**config.mk**
```make
export PLATFORM = sky130hd
export DESIGN_NAME = irq_aggregator
export DESIGN_NICKNAME = d
export VERILOG_FILES = /design/src/rtl/irq_aggregator.sv
export SDC_FILE = /design/constraint.sdc
export NUM_CORES = 1
export LEC_CHECK = 0
export ABC_AREA = 1
export BUFFER_PORTS_ARGS = -buffer_cell sky130_fd_sc_hd__buf_4
export CAP_MARGIN = 30
export CORE_MARGIN = 1
export CORE_UTILIZATION = 51
export DETAILED_ROUTE_END_ITERATION = 6
export HOLD_SLACK_MARGIN = 0.1
export PLACE_DENSITY_LB_ADDON = 0.05
export RECOVER_POWER = 25
export SYNTH_ARGS = -nofsm -noshare
export SYNTH_HDL_FRONTEND = slang
export SYNTH_SLANG_ARGS = --single-unit
```
**constraint.sdc**
```tcl
create_clock -name clk -period 1.3 [get_ports clk]
set_input_delay 0 -clock clk [delete_from_list [all_inputs] [get_ports clk]]
set_output_delay 0 -clock clk [all_outputs]
set_load 0.01 [all_outputs]
```
**src/rtl/irq_aggregator.sv**
```systemverilog
module irq_aggregator #(
  parameter int NSRC = 32,
  parameter int DMA_BASE = 16,
  parameter logic [NSRC-1:0] INFO_SEL = 32'h00E3_0000
) (
  input  logic                     clk,
  input  logic                     rst_n,
  input  logic [NSRC-1:0]          src_i,
  input  logic                     reg_we_i,
  input  logic                     reg_addr_i,
  input  logic [NSRC-1:0]          reg_wdata_i,
  output logic [NSRC-1:0]          reg_rdata_o,
  output logic                     irq_o,
  output logic [NSRC-DMA_BASE-1:0] dma_halt_o
);
  localparam int NDMA = NSRC - DMA_BASE;
  localparam logic [NSRC-1:0] DMA_SEL = {{NDMA{1'b1}}, {DMA_BASE{1'b0}}};
  localparam logic [NSRC-1:0] ERR_SEL = DMA_SEL & ~INFO_SEL;

  logic [NSRC-1:0] dma_q, mask_q, status, clr;

  assign clr    = (reg_we_i && !reg_addr_i) ? ~reg_wdata_i : '0;
  assign status = (src_i & ~DMA_SEL) | dma_q;

  always_ff @(posedge clk) begin
    if (!rst_n) begin
      dma_q  <= '0;
      mask_q <= '0;
    end else begin
      dma_q <= DMA_SEL & (src_i | (dma_q & ~clr));
      if (reg_we_i && reg_addr_i) mask_q <= reg_wdata_i;
    end
  end

  assign reg_rdata_o = reg_addr_i ? mask_q : status;
  assign irq_o       = |(status & mask_q);
  assign dma_halt_o  = status[NSRC-1:DMA_BASE] & ERR_SEL[NSRC-1:DMA_BASE];

  a_r5_event_latches: assert property (@(posedge clk) disable iff (!rst_n)
    ((src_i & DMA_SEL) != '0) |=> ((dma_q & $past(src_i & DMA_SEL)) == $past(src_i & DMA_SEL)));

  a_r6_hold_without_write: assert property (@(posedge clk) disable iff (!rst_n)
    !(reg_we_i && !reg_addr_i) |=> ((dma_q & $past(dma_q)) == $past(dma_q)));

  a_r3_masked_quiet: assert property (@(posedge clk) disable iff (!rst_n)
    (mask_q == '0) |-> !irq_o);

  a_r9_halt_held: assert property (@(posedge clk) disable iff (!rst_n)
    !(reg_we_i && !reg_addr_i) |=> ((dma_halt_o & $past(dma_halt_o)) == $past(dma_halt_o)));

  a_r1_reset_clear: assert property (@(posedge clk)
    !rst_n |=> (mask_q == '0 && dma_q == '0));
endmodule

```
* Word-level counts from Yosys, hierarchy flattened
Cells that the tools add are included.
Cells by class: muxes and demuxes 2, bitwise logic cells 6, reduce and logical (&&, ||, !) cells 4
Operators by type and width (count):
- AND 32 bit | 2
- 2-to-1 mux 32 bit | 2
- inverter 32 bit | 2
- bitwise OR 16 x 32 -> 32 bit | 1
- bitwise OR 32 bit | 1
- OR reduction 32 bit | 1
- logical AND 1 bit | 2
- logical NOT 1 bit | 1
Storage, ports and cells: register bits after elaboration 64, input port bits 68, logic and storage cells 15

* Longest topological paths before layout
depth in word-level cells 6, mapped depth 6

* Worst setup path before layout
OpenSTA, ideal clock, no wires.
path kind flip-flop to output port, start point reg dma_q[28], end point out irq_o, arrival 0.736 ns, required time 1.300 ns, slack 0.564 ns, stages on the path, launching flop included 7, buffers on the path 0, path through dfxtp_1 > nand2_1 > nand2_1 > nor2_1 > nand2_1 > nor2_1 > nand2_1
On the way: longest elaborated chain between the ends 3
Ends and longest elaborated chain:
- from (decl) | RTL line 20 | logic [NSRC-1:0] dma_q, mask_q, status, clr;
- from (signal assigned) | RTL line 30 | dma_q <= DMA_SEL & (src_i | (dma_q & ~clr));
- bitwise OR 16 x 32 -> 32 bit | RTL line 23 | assign status = (src_i & ~DMA_SEL) | dma_q;
- AND 32 bit | RTL line 36 | assign irq_o = |(status & mask_q);
- OR reduction 32 bit | RTL line 36
- to (decl) | RTL line 13 | output logic irq_o,
Every way passes these cells.

* Final worst setup path
start point in reg_wdata_i[31], end point reg dma_q[31]
On the way: longest elaborated chain between the ends 5
Ends and longest elaborated chain:
- from (decl) | RTL line 11 | input logic [NSRC-1:0] reg_wdata_i,
- inverter 32 bit | RTL line 22 | assign clr = (reg_we_i && !reg_addr_i) ? ~reg_wdata_i : '0;
- 2-to-1 mux 32 bit | RTL line 22
- inverter 32 bit | RTL line 30
- AND 32 bit | RTL line 30
- bitwise OR 32 bit | RTL line 30
Every way passes these cells. A chain may end at the register's enable or synchronous reset.

==> qor.yml <==
synthTopCellsByCount: "nand2_1 (149), nor2_1 (74), dfxtp_1 (48)"
n_antenna_cell: 0
cts_buffer_depth: 2
maxCapViolCount: 0
multi_input_area_um2: 1280
met1_usage_pct: 38.3
track_usage_pct: 33.2
chipWidth_um: 73.2
cts-htree-levels: 2
avgSynthCellArea_um2: 6.61
synth-edff-count: 0
rows: 25
relSlewSlack_pct: 61.7
dp.cells: 542
grt_pass1_wl_um: 13400
final_hold_viol_count: 0
io_buffers: 111
worst_pin_slew_ns: 0.574
grt-busiest-layer: "met2"
grt_max_degree: 34
cts_buffers: 5
drtAntennaViolNets: 0
fin_ws_ns: 0.0256
min_period_over_period_pct: 98.0
finalClockSkew_ns: 0
maxSlewViolCount: 0
path_max_fanout: 2
synth.most_common_cell: "nand2_1"
vias: 3137
finalWirelength_um: 8610
die_y_um: 73.2
top_level_ports: 117
first_iter_violations: 235
grt_use_met3_pct: 6.63
netlist.top_cell.by_area: "dfxtp_1"
power_density_nw_per_um2: 908
fillers: 318
clkTransAtPathRegs_ns: 0.09
netlist_area_um2: 2580
hp-class: "input pin to flop"
stdcell_count: 614
cp-start-kind: "input pin"
yosysWarnings: 0
rsz0062_at_grt: "true"
cts_tree: "yes"
regArea_um2: 970
pre_cts_slack_ns: 0.293
status: "finished, final reports clean"
cp.arrival_ns: 1.47
drive_gt1_share_pct: 28.2
synth-seq-cells: 48
dp.final_hpwl_um: 4510
die-area_um2: 5350
clk_latency_ns: 0.30
max_freq_mhz: 785
synth_top_area_share_pct: 37.2
gp_congestion: 0.807
firstDrtPassIters: 5
antenna_found_initial: 0
syn_to_final_growth_pct: 54.7
core_um2: 4790
grt_overflow: 0
avgViaCountPerCell: 5.11
peakVddDrop_v: 0.000795
synthCells: 391
cts_sinks: 48
worstSetupEndpointType: "flop"
initial_utilization_pct: 54.0
fin_crit_ns: 1.27
yosysSeqAreaShare_pct: 37.2
async_flop_share_pct: 0
finalSetupViolCount: 0
clk_root_buffer_cell: "clkbuf_8"
ys_types: 18
ys.flop_type: "dfxtp_1"
synth_area_leaders: "dfxtp_1 (37%), nand2_1 (22%), nor2_1 (11%), o21ai_0 (6.0%), buf_4 (4.6%)"
drc: 0
required_ns: 1.49
wl_per_cell_um: 14.0
leakage_uw: 0.00206
nets: 614
grt_pass1_vias: 2849
grtUsageMet2_pct: 57.8
final_core_util_pct: 83.5
crit_type: "input pin to flop"
[layout make-up]
class / count / share of cell area (%)
timing repair buffer: 178 / 37.4
inverter: 19 / 1.91
sequential: 48 / 24.3
tap: 67 / 2.10
clock buffer: 8 / 2.25
multi-input combinational: 294 / 32.1
[layer usage]
layer  part of all wire [%]  wire, um
met1                     38      3230
met2                     50      4340
met3                    8.3       717
met4                    3.7       316
met5                      0         0
[kinds of logic (layout without fill, tap and decap cells)]
family                 after synthesis  after routing  share of synthesized area (%)
and+or+nand+nor                    225            225                           33.3
DFF                                 48             48                           37.2
AOI/OAI and AO/OA                   64             64                           15.3
other                                1              5                          0.145
buffers and inverters               53            205                           14.1
[power breakdown]
group	switching (uW)	internal, uW	total, uW
registers	90.3	1570	1660
logic	483	539	1020
clock network	507	436	943
total	1080	2550	3630
[cells in the final DEF, fill, tap and decap left out, drive strengths merged]
| cell type | n |
|---|---|
| dfxtp | 48 |
| o21ai | 48 |
| conb | 5 |
| dlygate4sd3 | 62 |
| nand2 | 151 |
| nor2 | 74 |
| inv | 19 |
| buf | 115 |
| dlymetal6s4s | 1 |
| clkbuf | 8 |
| a21oi | 16 |
[final timing paths]
check / from / to / slack [ns] / cells after the start
max: reg_wdata_i[31] / dma_q[31] / 0.03 / 5
min: rst_n / mask_q[13] / 0.11 / 3
max reg2reg: dma_q[25] / dma_q[25] / 0.05 / 3
min reg2reg: dma_q[26] / dma_q[26] / 0.49 / 2
[sequential cells by signal, indices dropped and copies added (netlist names)]
register,count
mask_q,32
dma_q,16
[critical path, stage by stage]
cell and delay (ns):
dlygate4sd3_1 0.56, buf_4 0.15, o21ai_1 0.13, a21oi_1 0.07, dlygate4sd3_1 0.56
[through the flow]
step | power (uW) | area [um2] | hold slack (ns) | TNS [ns]
after floorplan | 2160 | 2600 | 0.117 | 0
after detailed placement | 2500 | 3260 | 0.245 | 0
after CTS | 3570 | 4000 | 0.100 | 0
final | 3630 | 4000 | 0.111 | 0
after global placement | 2490 | 3260 | 0.235 | 0
after global routing | 3790 | 4000 | 0.117 | -0.0975
[timing repair]
action                     4_1_cts  5_1_grt
hold buffers                    65        0
setup endpoints to repair        0        9
resized for setup                0       20
hold endpoints to repair        48        0
buffers inserted                 0        1
Note: power is estimated with default switching activity, not from simulation.
